`src/rtl/pwm_chan_pkg.sv`:
```
package pwm_chan_pkg;

   localparam int CTL_OFS   = 0;
   localparam int PER_OFS   = 4;
   localparam int PEND_BIT  = 28;
   localparam int DIV_MAX_W = 17;

   typedef struct packed {
      logic       bypass;
      logic       fire;
      logic       one_shot;
      logic       gate;
      logic       level;
      logic       run_en;
      logic [3:0] div_sel;
   } pwm_ctl_t;

   function automatic logic [DIV_MAX_W-1:0] div_of(input logic [3:0] sel);
      logic [DIV_MAX_W-1:0] d;
      case (sel)
         4'd0:    d = 17'd120;
         4'd1:    d = 17'd180;
         4'd2:    d = 17'd240;
         4'd3:    d = 17'd360;
         4'd4:    d = 17'd480;
         4'd8:    d = 17'd12000;
         4'd9:    d = 17'd24000;
         4'd10:   d = 17'd36000;
         4'd11:   d = 17'd48000;
         4'd12:   d = 17'd72000;
         default: d = 17'd1;
      endcase
      return d;
   endfunction

endpackage

```
`src/rtl/pwm_chan_regs.sv`:
```
module pwm_chan_regs
   import pwm_chan_pkg::*;
#(
   parameter int DATA_W = 32,
   parameter int ADDR_W = 8,
   parameter int CNT_W  = 16
) (
   input  logic              clk,
   input  logic              rst_n,
   input  logic              wr_en,
   input  logic [ADDR_W-1:0] addr,
   input  logic [DATA_W-1:0] wdata,
   input  logic              load_now,
   input  logic              pulse_done,
   output pwm_ctl_t          ctl,
   output logic [CNT_W-1:0]  sh_span,
   output logic [CNT_W-1:0]  sh_hi,
   output logic              pend,
   output logic              wr_ctl,
   output logic              wr_per,
   output logic [DATA_W-1:0] rdata
);

   localparam logic [ADDR_W-1:0] A_CTL = ADDR_W'(CTL_OFS);
   localparam logic [ADDR_W-1:0] A_PER = ADDR_W'(PER_OFS);

   assign wr_ctl = wr_en && (addr == A_CTL);
   assign wr_per = wr_en && (addr == A_PER);

   always_ff @(posedge clk or negedge rst_n) begin
      if (!rst_n) begin
         ctl <= '0;
      end else if (wr_ctl) begin
         ctl.div_sel  <= wdata[3:0];
         ctl.run_en   <= wdata[4];
         ctl.level    <= wdata[5];
         ctl.gate     <= wdata[6];
         ctl.one_shot <= wdata[7];
         ctl.fire     <= wdata[8] & wdata[7];
         ctl.bypass   <= wdata[9];
      end else if (pulse_done) begin
         ctl.fire <= 1'b0;
      end
   end

   always_ff @(posedge clk or negedge rst_n) begin
      if (!rst_n) begin
         sh_span <= '0;
         sh_hi   <= '0;
         pend    <= 1'b0;
      end else if (wr_per) begin
         sh_span <= wdata[CNT_W +: CNT_W];
         sh_hi   <= wdata[0 +: CNT_W];
         pend    <= 1'b1;
      end else if (load_now) begin
         pend <= 1'b0;
      end
   end

   always_comb begin
      rdata = '0;
      if (addr == A_CTL) begin
         rdata[3:0]      = ctl.div_sel;
         rdata[4]        = ctl.run_en;
         rdata[5]        = ctl.level;
         rdata[6]        = ctl.gate;
         rdata[7]        = ctl.one_shot;
         rdata[8]        = ctl.fire;
         rdata[9]        = ctl.bypass;
         rdata[PEND_BIT] = pend;
      end else if (addr == A_PER) begin
         rdata[CNT_W +: CNT_W] = sh_span;
         rdata[0 +: CNT_W]     = sh_hi;
      end
   end

endmodule

```
`src/rtl/pwm_chan_prescale.sv`:
```
module pwm_chan_prescale
   import pwm_chan_pkg::*;
#(
   parameter int DIV_W = 17
) (
   input  logic       clk,
   input  logic       rst_n,
   input  logic       run,
   input  logic       bypass,
   input  logic [3:0] div_sel,
   output logic       tick
);

   logic [DIV_W-1:0] pre_cnt;
   logic [DIV_W-1:0] div_m1;

   assign div_m1 = bypass ? '0 : DIV_W'(div_of(div_sel) - 1'b1);
   assign tick   = run && (pre_cnt >= div_m1);

   always_ff @(posedge clk or negedge rst_n) begin
      if (!rst_n)            pre_cnt <= '0;
      else if (!run || tick) pre_cnt <= '0;
      else                   pre_cnt <= pre_cnt + 1'b1;
   end

endmodule

```
`src/rtl/pwm_chan_wave.sv`:
```
module pwm_chan_wave #(
   parameter int CNT_W   = 16,
   parameter bit OUT_REG = 1'b0
) (
   input  logic             clk,
   input  logic             rst_n,
   input  logic             run,
   input  logic             tick,
   input  logic             level,
   input  logic             pend,
   input  logic [CNT_W-1:0] sh_span,
   input  logic [CNT_W-1:0] sh_hi,
   output logic             load_now,
   output logic             period_end,
   output logic [CNT_W-1:0] hi_live,
   output logic             pwm_out
);

   logic [CNT_W-1:0] cnt;
   logic [CNT_W-1:0] span_live;
   logic             wave_c;

   assign period_end = tick && (cnt == span_live);
   assign load_now   = pend && (!run || period_end);

   always_ff @(posedge clk or negedge rst_n) begin
      if (!rst_n)                  cnt <= '0;
      else if (!run || period_end) cnt <= '0;
      else if (tick)               cnt <= cnt + 1'b1;
   end

   always_ff @(posedge clk or negedge rst_n) begin
      if (!rst_n) begin
         span_live <= '0;
         hi_live   <= '0;
      end else if (load_now) begin
         span_live <= sh_span;
         hi_live   <= sh_hi;
      end
   end

   assign wave_c = (run && (cnt < hi_live)) ? level : ~level;

   if (OUT_REG) begin : g_out_reg
      logic out_q;
      always_ff @(posedge clk or negedge rst_n) begin
         if (!rst_n) out_q <= 1'b1;
         else        out_q <= wave_c;
      end
      assign pwm_out = out_q;
   end else begin : g_out_comb
      assign pwm_out = wave_c;
   end

endmodule

```
`src/rtl/pwm_chan.sv`:
```
module pwm_chan
   import pwm_chan_pkg::*;
#(
   parameter int DATA_W  = 32,
   parameter int ADDR_W  = 8,
   parameter int CNT_W   = 16,
   parameter int DIV_W   = 17,
   parameter bit OUT_REG = 1'b0
) (
   input  logic              clk,
   input  logic              rst_n,
   input  logic              wr_en,
   input  logic [ADDR_W-1:0] addr,
   input  logic [DATA_W-1:0] wdata,
   output logic [DATA_W-1:0] rdata,
   output logic              pwm_out
);

   if (2 * CNT_W > DATA_W) begin : g_bad_cnt
      $error("pwm_chan: two CNT_W fields must fit in DATA_W");
   end
   if (DATA_W <= PEND_BIT) begin : g_bad_data
      $error("pwm_chan: DATA_W too small for the pending bit");
   end
   if (DIV_W < DIV_MAX_W) begin : g_bad_div
      $error("pwm_chan: DIV_W cannot hold the largest divider");
   end
   if (ADDR_W < 3) begin : g_bad_addr
      $error("pwm_chan: ADDR_W must reach offset 4");
   end

   pwm_ctl_t         ctl;
   logic [CNT_W-1:0] sh_span;
   logic [CNT_W-1:0] sh_hi;
   logic [CNT_W-1:0] hi_live;
   logic             pend;
   logic             wr_ctl;
   logic             wr_per;
   logic             load_now;
   logic             period_end;
   logic             pulse_done;
   logic             tick;
   logic             run;

   assign run        = ctl.run_en && ctl.gate && (!ctl.one_shot || ctl.fire);
   assign pulse_done = ctl.one_shot && period_end;

   pwm_chan_regs #(.DATA_W(DATA_W), .ADDR_W(ADDR_W), .CNT_W(CNT_W)) u_regs (
      .clk       (clk),
      .rst_n     (rst_n),
      .wr_en     (wr_en),
      .addr      (addr),
      .wdata     (wdata),
      .load_now  (load_now),
      .pulse_done(pulse_done),
      .ctl       (ctl),
      .sh_span   (sh_span),
      .sh_hi     (sh_hi),
      .pend      (pend),
      .wr_ctl    (wr_ctl),
      .wr_per    (wr_per),
      .rdata     (rdata)
   );

   pwm_chan_prescale #(.DIV_W(DIV_W)) u_pre (
      .clk    (clk),
      .rst_n  (rst_n),
      .run    (run),
      .bypass (ctl.bypass),
      .div_sel(ctl.div_sel),
      .tick   (tick)
   );

   pwm_chan_wave #(.CNT_W(CNT_W), .OUT_REG(OUT_REG)) u_wave (
      .clk       (clk),
      .rst_n     (rst_n),
      .run       (run),
      .tick      (tick),
      .level     (ctl.level),
      .pend      (pend),
      .sh_span   (sh_span),
      .sh_hi     (sh_hi),
      .load_now  (load_now),
      .period_end(period_end),
      .hi_live   (hi_live),
      .pwm_out   (pwm_out)
   );

endmodule

```
`config.mk`:
```
export PLATFORM = sky130hd
export DESIGN_NAME = pwm_chan
export DESIGN_NICKNAME = d
export VERILOG_FILES = /design/src/rtl/pwm_chan_pkg.sv /design/src/rtl/pwm_chan_regs.sv /design/src/rtl/pwm_chan_prescale.sv /design/src/rtl/pwm_chan_wave.sv /design/src/rtl/pwm_chan.sv
export SDC_FILE = /design/constraint.sdc
export NUM_CORES = 1
export LEC_CHECK = 0
export BUFFER_PORTS_ARGS = -buffer_cell sky130_fd_sc_hd__buf_4
export CAP_MARGIN = 20
export CORE_UTILIZATION = 59
export DETAILED_ROUTE_END_ITERATION = 8
export PLACE_DENSITY = 0.86
export SLEW_MARGIN = 20
export SYNTH_ARGS = -nofsm -noshare
export SYNTH_HDL_FRONTEND = slang
export SYNTH_SLANG_ARGS = --single-unit
```
`constraint.sdc`:
```
create_clock -name clk -period 4.5 [get_ports clk]
set_clock_uncertainty 0.2 [all_clocks]
set_input_delay 0.675 -clock clk [delete_from_list [all_inputs] [get_ports clk]]
set_output_delay 0.675 -clock clk [all_outputs]
set_load 0.01 [all_outputs]
```
==> out/results.ini, run 1 <==
[routing]
routed_via_density=5.72
wire_per_inst_um=17.0
wl_mm=13.3
drt_first_iter_violations=246
num_vias=4493
antenna_left=0
drc=0
first_pass_iters=5

[sta]
slew_headroom=0.361
rsz0062_at_grt=false
hold_viol_final=0
period_share=0.941
finalSetupViolCount=0
min_period_ns=4.24
fmax_mhz=236
final-max-slew-violation-count=0
fin_tns_setup_ns=0
worst_pin_slew_ns=0.959

[logic_synthesis]
synthArstFlopShare=1.00
yosys.area.top_type=dfrtp_1
synthCells=565
synth_warnings=0
syn_avg_cell_area_um2=10.9
yosysSeqAreaShare=0.440
ys_seq_elements=108
synth_top_cell_area_share=0.440
syn-num-nets=648
synthDistinctLibCells=45
synth_edf_count=0
synth_top_flop_cell=dfrtp_1
synthesis.area_mm2=0.00615
synth.area.top_cells=dfrtp_1 44%, ha_1 8.1%, mux2_2 7.9%

[placement]
dp_hpwl_mm=9.45
gp_congestion=0.899
io_buffers=75

[grt]
use_met1=0.341
grt.overflow.total=0
grt_usage=0.261
grt_pass1_vias=4581
grt_antenna_before_repair=0
grt_pass1_wl_mm=22.4
met2_usage=0.430
grt_max_degree=78
top_usage_layer=met2
met3_usage=0.0351

[finish]
diodes=0
syn_to_final_growth_pct=16.2
final_common_cell=dfrtp_1
regArea_mm2=0.00270
mostFrequentLayoutCells=107 x dfrtp_1, 89 x buf_4, 62 x nor2_1, 43 x mux2_2, 41 x xor2_1
nets=730
fin_util=0.718
drive_above_1_share=0.291
fillers=663
multi_input_comb_area_mm2=0.00325

[die]
die_h_um=104
dieArea_mm2=0.0108
die_w_um=104
boundaryPins=76
rows=36
initial_core_util=0.618
core-area_mm2=0.00995

[critical_path]
path_buf_inv=2
critical_path.startpoint_type=flop
reg2reg_depth=16
crit_family=compound AO/OA/AOI/OAI gates
timing.rr.end=u_wave.hi_live[7]
ff2ff_setup_slack_ns=0.26
critPathKind=flop to flop
cp-end-kind=flop
crit_required_ns=4.57
max_stage_delay_ns=0.43
crit_path_max_fanout=7
cp.depth=16
path_cells=inv_1 -> ha_1 -> nand2b_2 -> a21oi_1 -> o21ai_0 -> xor2_1 -> or3_1 -> ha_1 -> nand4_1 -> nor2_1 -> o21ai_0 -> a311oi_2 -> o21ai_1 -> a41o_4 -> buf_4 -> mux2_4
crit_slowest_cell=dfrtp_2
timing.rr.start=u_regs.ctl[1]
arrival_ns=4.31

[hold_path]
hp-class=primary input to asynchronous set/reset pin

[outcome]
status=finished clean

[job]
max_cap_violations=0

[clocking]
ctsHoldBuffers=0
htreeDepth=3
clock_latency_ns=0.38
cts_buffers=9
clk_path_buf_depth=2
cts_sinks=108
clk_pin_slew_ns=0.10
cts_tree=yes
root_buffer=clkbuf_8

[power_and_ir_drop]
leakage_nw=3.67
ir_drop_v=0.000163
cellPowerDensity_mw_per_mm2=252

==> power by group <==
part / switching [mW] / leakage, nW / internal (mW)
logic: 0.0642 / 2.06 / 0.0644
registers: 0.0192 / 1.50 / 0.988
clock network: 0.346 / 0.107 / 0.317
total: 0.429 / 3.67 / 1.37
==> cell usage after synthesis (4+ instances only) <==
cell type  instances
dfrtp_1          108
nor2_1            62
mux2_2            43
xor2_1            41
ha_1              40
mux2_4            30
inv_1             28
nand2_1           27
and2_1            21
o21ai_0           20
a21oi_1           14
nand3_1           13
clkbuf_1          12
mux2i_1           11
nand4_1            9
a21o_1             8
and3_1             7
nand2b_1           7
nor2b_1            7
xnor2_1            7
nor4_1             5
o211ai_1           5
buf_1              4
o2111ai_1          4
or3_1              4
==> worst max-delay path by stage <==
stage / from / to / slack [ns]
2_1_floorplan: u_regs.ctl[0] / u_wave.hi_live[10] / 0.53
3_3_place_gp: u_regs.ctl[1] / u_wave.span_live[9] / 0.36
3_5_place_dp: u_regs.ctl[1] / u_wave.hi_live[12] / 0.12
4_1_cts: u_regs.ctl[1] / u_wave.hi_live[7] / 0.09
5_1_grt: u_regs.ctl[1] / u_wave.hi_live[7] / 0.01
6_report: u_regs.ctl[1] / u_wave.hi_live[7] / 0.26
==> kinds of logic (layout without fill, tap and decap cells) <==
family,Yosys count,in the layout,synth area share
and+or+nand+nor,174,174,0.140
DFF,108,108,0.440
muxes,84,84,0.170
AOI/OAI and AO/OA,63,63,0.0676
xor gates and xnor gates,48,48,0.0684
buffers and inverters,48,135,0.0332
adders and majority gates,40,40,0.0814
==> layout make-up <==
class | count | share of cell area
Timing Repair Buffer | 91 | 0.0979
Inverter | 28 | 0.0147
Clock inverter | 7 | 0.0140
Multi-Input combinational cell | 409 | 0.454
Tap cell | 133 | 0.0233
Sequential cell | 108 | 0.378
Clock buffer | 9 | 0.0173
==> metal layers <==
layer	part of all wire	up-vias	wire (um)
met4	0.025	0	328
met5	0	-	0
met1	0.44	2213	5860
li1	-	2121	-
met2	0.49	132	6560
met3	0.044	27	593
==> state kept, by name (all words and copies together), names as in the netlist <==
signal / flops
u_wave.cnt: 16
u_regs.sh_span: 16
u_pre.pre_cnt: 17
u_regs.ctl: 10
u_wave.hi_live: 16
u_regs.sh_hi: 16
u_wave.span_live: 16
u_regs.pend: 1
==> per-stage QoR <==
step	worst slack, ns	area [um2]	power, mW	std cells	hold WS, ns
after floorplan	0.532	6150	1.08	565	0.179
after global placement	0.356	6860	1.15	762	0.290
after detailed placement	0.115	6860	1.16	762	0.301
after CTS	0.0937	7080	1.81	778	0.267
after global routing	0.0102	7150	1.86	785	0.306
final	0.264	7150	1.80	785	0.224
==> what timing repair did <==
action | CTS | global route
resized for setup | 0 | 4
endpoints found under the setup margin | 0 | 48
buffers inserted | 0 | 7
Note: power is estimated with default switching activity, not from simulation.
==> inputs of run 2 (changes only) <==
CORE_UTILIZATION = 30   (was 59)
PLACE_DENSITY = 0.52   (was 0.86)
==> out/results.ini, run 2 (synthesis gave the netlist of run 1 again) <==
[outcome]
status=finished clean

[sta]
fin_tns_setup_ns=0  ; unchanged
worst_pin_slew_ns=0.650  ; -0.309 ns
hold_viol_final=0  ; unchanged
final-max-slew-violation-count=0  ; unchanged
min_period_ns=4.18  ; -0.0562 ns
fmax_mhz=239  ; +1.3%
slew_headroom=0.565  ; +0.204
whs_ns=0.138  ; -0.0860 ns
period_share=0.929  ; -0.0125
rsz0062_at_grt=false
finalSetupViolCount=0  ; unchanged

[placement]
gp_congestion=0.865  ; -3.8%
dpl_cell_area_mm2=0.00703  ; +2.4%
dp_hpwl_mm=10.1  ; +6.7%
io_buffers=75  ; unchanged

[die]
initial_core_util=0.305  ; -0.313
core-area_mm2=0.0202  ; +100%
boundaryPins=76  ; unchanged
die_h_um=145  ; +39%
dieArea_mm2=0.0211  ; +94%
die_w_um=145  ; +39%
rows=52  ; +44%

[clocking]
cts_sinks=108  ; unchanged
ctsHoldBuffers=0  ; unchanged
clk_pin_slew_ns=0.07  ; -0.03 ns
cts_tree=yes
cts_buffers=9  ; unchanged
clock_latency_ns=0.35  ; -0.03 ns
root_buffer=clkbuf_16
htreeDepth=3  ; unchanged
clk_path_buf_depth=2  ; unchanged

[finish]
final_area_mm2=0.00738  ; +3.3%
syn_to_final_growth_pct=20.1
multi_input_comb_area_mm2=0.00327  ; +0.62%
fillers=2024  ; +210%
largest-register=u_pre.pre_cnt
drive_above_1_share=0.283  ; -0.00857
mostFrequentLayoutCells=108 x dfrtp_1, 84 x buf_4, 62 x nor2_1, 43 x mux2_2, 41 x xor2_1
nets=727  ; -0.41%
final_common_cell=dfrtp_1
diodes=0  ; unchanged
largest_register_ffs=17  ; unchanged
regArea_mm2=0.00270  ; about the same

[power_and_ir_drop]
internal_power_mw=1.50  ; +9.3%
p_sw_uw=434  ; +1.2%
pwr-share-clk=0.410  ; +0.042
leakage_nw=3.70  ; +0.79%
swShare=0.225  ; -0.0138
seq_power_share=0.523  ; -0.037
ir_drop_v=0.000156  ; -4.1%
cellPowerDensity_mw_per_mm2=262  ; +3.9%
comb_power_share=0.067  ; -0.005
power_mw=1.93  ; +7.4%

[critical_path]
crit_path_max_fanout=12  ; +5
crit_required_ns=4.53  ; -0.04 ns
path_buf_inv=2  ; unchanged
cp-end-kind=flop
critPathKind=flop to flop
critical_path.startpoint_type=flop
path_cells=inv_2 -> ha_1 -> nand2b_1 -> ha_1 -> o21ai_0 -> xor2_1 -> or3_1 -> ha_1 -> nand4_1 -> nor2_1 -> a41oi_1 -> a311oi_2 -> o21ai_2 -> a41o_4 -> buf_12 -> mux2_4
reg2reg_depth=16  ; unchanged
timing.rr.start=u_regs.ctl[1]
ff2ff_setup_slack_ns=0.32  ; +0.06 ns
max_stage_delay_ns=0.46  ; +0.03 ns
crit_family=compound AO/OA/AOI/OAI gates
crit_slowest_cell=dfrtp_1
arrival_ns=4.21  ; -0.10 ns
worst_setup_path_startpoint=u_regs.ctl[1]
cpMostUsedCell=ha_1
timing.rr.end=u_wave.span_live[8]

[grt]
grt_max_degree=51  ; -35%
grt_pass1_vias=4428  ; -3.3%
grt_usage=0.135  ; -0.125
grt.overflow.total=0  ; unchanged
grt_pass1_wl_mm=23.0  ; +2.9%
grt_antenna_before_repair=0  ; unchanged

[routing]
drt_first_iter_violations=197  ; -20%
routed_via_density=4.74  ; -17%
drc=0  ; unchanged
wire_per_inst_um=15.0  ; -12%
antenna_left=0  ; unchanged
first_pass_iters=4  ; -1
num_vias=4346  ; -3.3%
wl_mm=13.8  ; +3.1%

[job]
max_cap_violations=0  ; unchanged

[hold_path]
hp-class=primary input to asynchronous set/reset pin

## run 2: changes by cell type in the layout (fill, tap and decap cells not counted), moves of 2 or more
cell,delta
buf_4,-5
clkinvlp_4,-2
clkbuf_16,+9
nand2b_2,-2
clkbuf_8,-8
nand2b_1,+2
## run 2: how the worst max path moves through the flow
stage                                endpoint  cells after the start
after global routing        u_wave.hi_live[3]                     15
after global placement      u_wave.hi_live[1]                     15
final                     u_wave.span_live[8]                     16
after detailed placement    u_wave.hi_live[1]                     15
after floorplan            u_wave.hi_live[10]                     16
after CTS                   u_wave.hi_live[1]                     15
## run 2: power groups by stage
stage               clock [mW]  sequential, mW  combinational (mW)
finish                   0.792            1.01               0.130
global route             0.870            1.01               0.145
CTS                      0.822            1.01               0.132
detailed placement           0            1.03               0.131
global placement             0            1.03               0.128
floorplan                    0            1.02              0.0662
## run 2: repair_timing
item,in CTS,in global routing
resized for setup,0,4
buffers inserted,0,2
endpoints found under the setup margin,0,33
## run 2: metrics by stage
step | cells | utilization | setup slack (ns)
after CTS | 914 | 0.363 | 0.153
after global placement | 900 | 0.348 | 0.310
final | 917 | 0.366 | 0.320
after detailed placement | 900 | 0.348 | 0.167
after floorplan | 565 | - | 0.532
after global routing | 917 | 0.366 | 0.0518
## run 2: area by class of cell
class | instances | area share
sequential | 108 | 0.366
inverter | 28 | 0.0142
multi-input combinational | 410 | 0.442
tap | 270 | 0.0457
clock inverter | 3 | 0.00644
timing repair buffer | 87 | 0.0923
clock buffer | 11 | 0.0329
## run 2: layer usage
metal  track usage  vias up  wire length [um]
met5             0        -                 0
met4        0.0600        0               277
met3        0.0160       18               383
met2         0.215       89              6580
met1         0.184     2132              6520
li1              -     2107                 -
==> inputs of run 3 (changes only) <==
PLACE_DENSITY = 0.53   (was 0.52)
SYNTH_HIERARCHICAL = 1   (was not set)
clock period = 3.6 ns   (was 4.5 ns; I/O delays follow)
==> out/results.ini, run 3 <==
[critical_path]
ff2ff_setup_slack_ns=-0.47  ; -0.79 ns
critical_path.startpoint_type=flop
reg2reg_depth=16  ; unchanged
critPathKind=flop to flop
path_cells=inv_4 -> ha_4 -> nor2_4 -> inv_4 -> ha_4 -> or2_4 -> ha_4 -> nand2_2 -> or4_4 -> a2111oi_4 -> o31a_1 -> nand3_2 -> or3_4 -> clkbuf_16 -> a222oi_1 -> o211ai_1
crit_required_ns=3.63  ; -0.90 ns
cpMostUsedCell=ha_4
crit_slowest_cell=or4_4
path_buf_inv=3  ; +1
crit_family=simple AND/OR/NAND/NOR gates
cp-end-kind=flop
arrival_ns=4.10  ; -0.11 ns
crit_path_max_fanout=7  ; -5
max_stage_delay_ns=0.54  ; +0.08 ns
timing.rr.start=u_regs/ctl[0]
timing.rr.end=u_wave/span_live[4]

[sta]
period_share=1.13  ; +0.201
slew_headroom=0.596  ; +0.0305
layout_setup_ws_ns=-0.469  ; -0.789 ns
rsz0062_at_grt=true
min_period_ns=4.07  ; -0.111 ns
hold_viol_final=0  ; unchanged
finalSetupViolCount=50  ; +50
final-max-slew-violation-count=0  ; unchanged
worst_pin_slew_ns=0.606  ; -0.0438 ns
fmax_mhz=246  ; +2.7%

[placement]
gp_congestion=0.845  ; -2.3%
placedCellCount=1138  ; +26%
dp_hpwl_mm=14.4  ; +43%
dpl_cell_area_mm2=0.00855  ; +22%
io_buffers=75  ; unchanged
post-place-ws_ns=-0.526  ; -0.693 ns

[die]
core-area_mm2=0.0235  ; +17%
rows=56  ; +7.7%
initial_core_util=0.307  ; +0.00192
boundaryPins=76  ; unchanged
die_h_um=157  ; +8.3%
dieArea_mm2=0.0247  ; +17%
die_w_um=157  ; +8.3%

[grt]
met3_usage=0.0253  ; +0.00929
met2_usage=0.270  ; +0.0542
grt_pass1_wl_mm=33.0  ; +43%
grt_antenna_before_repair=0  ; unchanged
grt_usage=0.172  ; +0.0373
grt.overflow.total=0  ; unchanged
use_met1=0.248  ; +0.0646
top_usage_layer=met2
grt_max_degree=59  ; +16%
grt_pass1_vias=5962  ; +35%

[hold_path]
hp-class=primary input to flop
hold_depth=2
whs_endpoint=u_regs/sh_span[11]
hp-start=wdata[27]

[routing]
first_pass_iters=7  ; +3
wl_mm=20.7  ; +51%
routed_via_density=5.29  ; +12%
drt_first_iter_violations=517  ; +160%
num_vias=6154  ; +42%
antenna_left=0  ; unchanged
wire_per_inst_um=17.8  ; +19%
drc=0  ; unchanged

[power_and_ir_drop]
cellPowerDensity_mw_per_mm2=335  ; +28%
leakage_nw=3.95  ; +6.9%
ir_drop_v=0.000227  ; +45%

[finish]
diodes=0  ; unchanged
syn_to_final_growth_pct=25.6
largest_register_ffs=17  ; unchanged
nets=923  ; +27%
final_common_cell=buf_4
regArea_mm2=0.00270  ; about the same
multi_input_comb_area_mm2=0.00429  ; +31%
largest-register=u_pre/pre_cnt
layoutNonFillerInstCount=1164  ; +27%
fin_util=0.385  ; +0.0192
final_area_mm2=0.00907  ; +23%
drive_above_1_share=0.303  ; +0.0201
fillers=2374  ; +17%
mostFrequentLayoutCells=133 x buf_4, 107 x dfrtp_1, 83 x nand2_1, 48 x nand4_1, 39 x nor2_1

[clocking]
cts_tree=yes
htreeDepth=3  ; unchanged
root_buffer=clkbuf_16
cts_buffers=9  ; unchanged
clk_pin_slew_ns=0.08  ; about the same
clock_latency_ns=0.36  ; about the same
cts_sinks=108  ; unchanged
clk_path_buf_depth=2  ; unchanged

[job]
max_cap_violations=0  ; unchanged

[outcome]
status=finished with violations
violations=setup timing

[logic_synthesis]
synth_warnings=6  ; +6
synthesis.area_mm2=0.00722  ; +17%
synthCells=731  ; +29%
syn_avg_cell_area_um2=9.88  ; -9.2%
syn-num-nets=814  ; +26%

## run 3: power breakdown
part | leakage, nW | internal, mW | switching (mW) | total (mW)
combinational | 2.32 | 0.254 | 0.387 | 0.641
sequential | 1.49 | 1.27 | 0.0666 | 1.33
clock | 0.145 | 0.552 | 0.513 | 1.07
## run 3: how the worst max path moves through the flow
| stage | end | from | cells past startpoint |
|---|---|---|---|
| 2_1_floorplan | u_wave/hi_live[0] | u_regs/ctl[1] | 19 |
| 3_3_place_gp | u_wave/span_live[4] | u_regs/ctl[1] | 16 |
| 3_5_place_dp | u_wave/span_live[4] | u_regs/ctl[1] | 16 |
| 4_1_cts | u_wave/span_live[4] | u_regs/ctl[1] | 15 |
| 5_1_grt | u_wave/span_live[2] | u_regs/ctl[0] | 16 |
| 6_report | u_wave/span_live[4] | u_regs/ctl[0] | 16 |
## run 3: per-stage QoR
stage,power (mW),hold WS (ns),setup TNS [ns]
after floorplan,1.75,0.0444,-25.23
after global placement,1.98,0.326,-19.95
after detailed placement,1.99,0.330,-22.00
after CTS,3.06,0.194,-17.88
after global routing,3.18,0.196,-26.11
final,3.04,0.204,-18.51
## run 3: layout make-up
| class | instances | share of cell area |
|---|---|---|
| clock buffers | 9 | 0.0248 |
| clock inverters | 7 | 0.00910 |
| inverters | 32 | 0.0139 |
| multi-input cells | 543 | 0.472 |
| flip-flops and latches | 108 | 0.298 |
| well taps | 319 | 0.0440 |
| repair buffers | 146 | 0.138 |
## run 3: repair_timing
action / CTS / global route
setup endpoints to repair: 50 / 50
pin swaps: 11 / 28
setup buffers: 5 / 1
hold buffers: 1 / 0
cloned: 1 / 2
gates resized for setup: 8 / 8
endpoints found under the hold margin: 1 / 0
## run 3: worst reg2reg max path: stages (launching register included)
cell	delay, ns
dfrtp_2	0.44
inv_4	0.07
ha_4	0.17
nor2_4	0.11
inv_4	0.06
ha_4	0.23
or2_4	0.23
ha_4	0.27
nand2_2	0.05
or4_4	0.54
a2111oi_4	0.33
o31a_1	0.21
nand3_2	0.08
or3_4	0.38
clkbuf_16	0.18
a222oi_1	0.25
o211ai_1	0.14
## run 3: routing by layer
metal | vias up | wire length [um]
met5 | - | 0
met4 | 0 | 218
met3 | 17 | 823
met2 | 151 | 9370
met1 | 3057 | 10300
li1 | 2929 | -
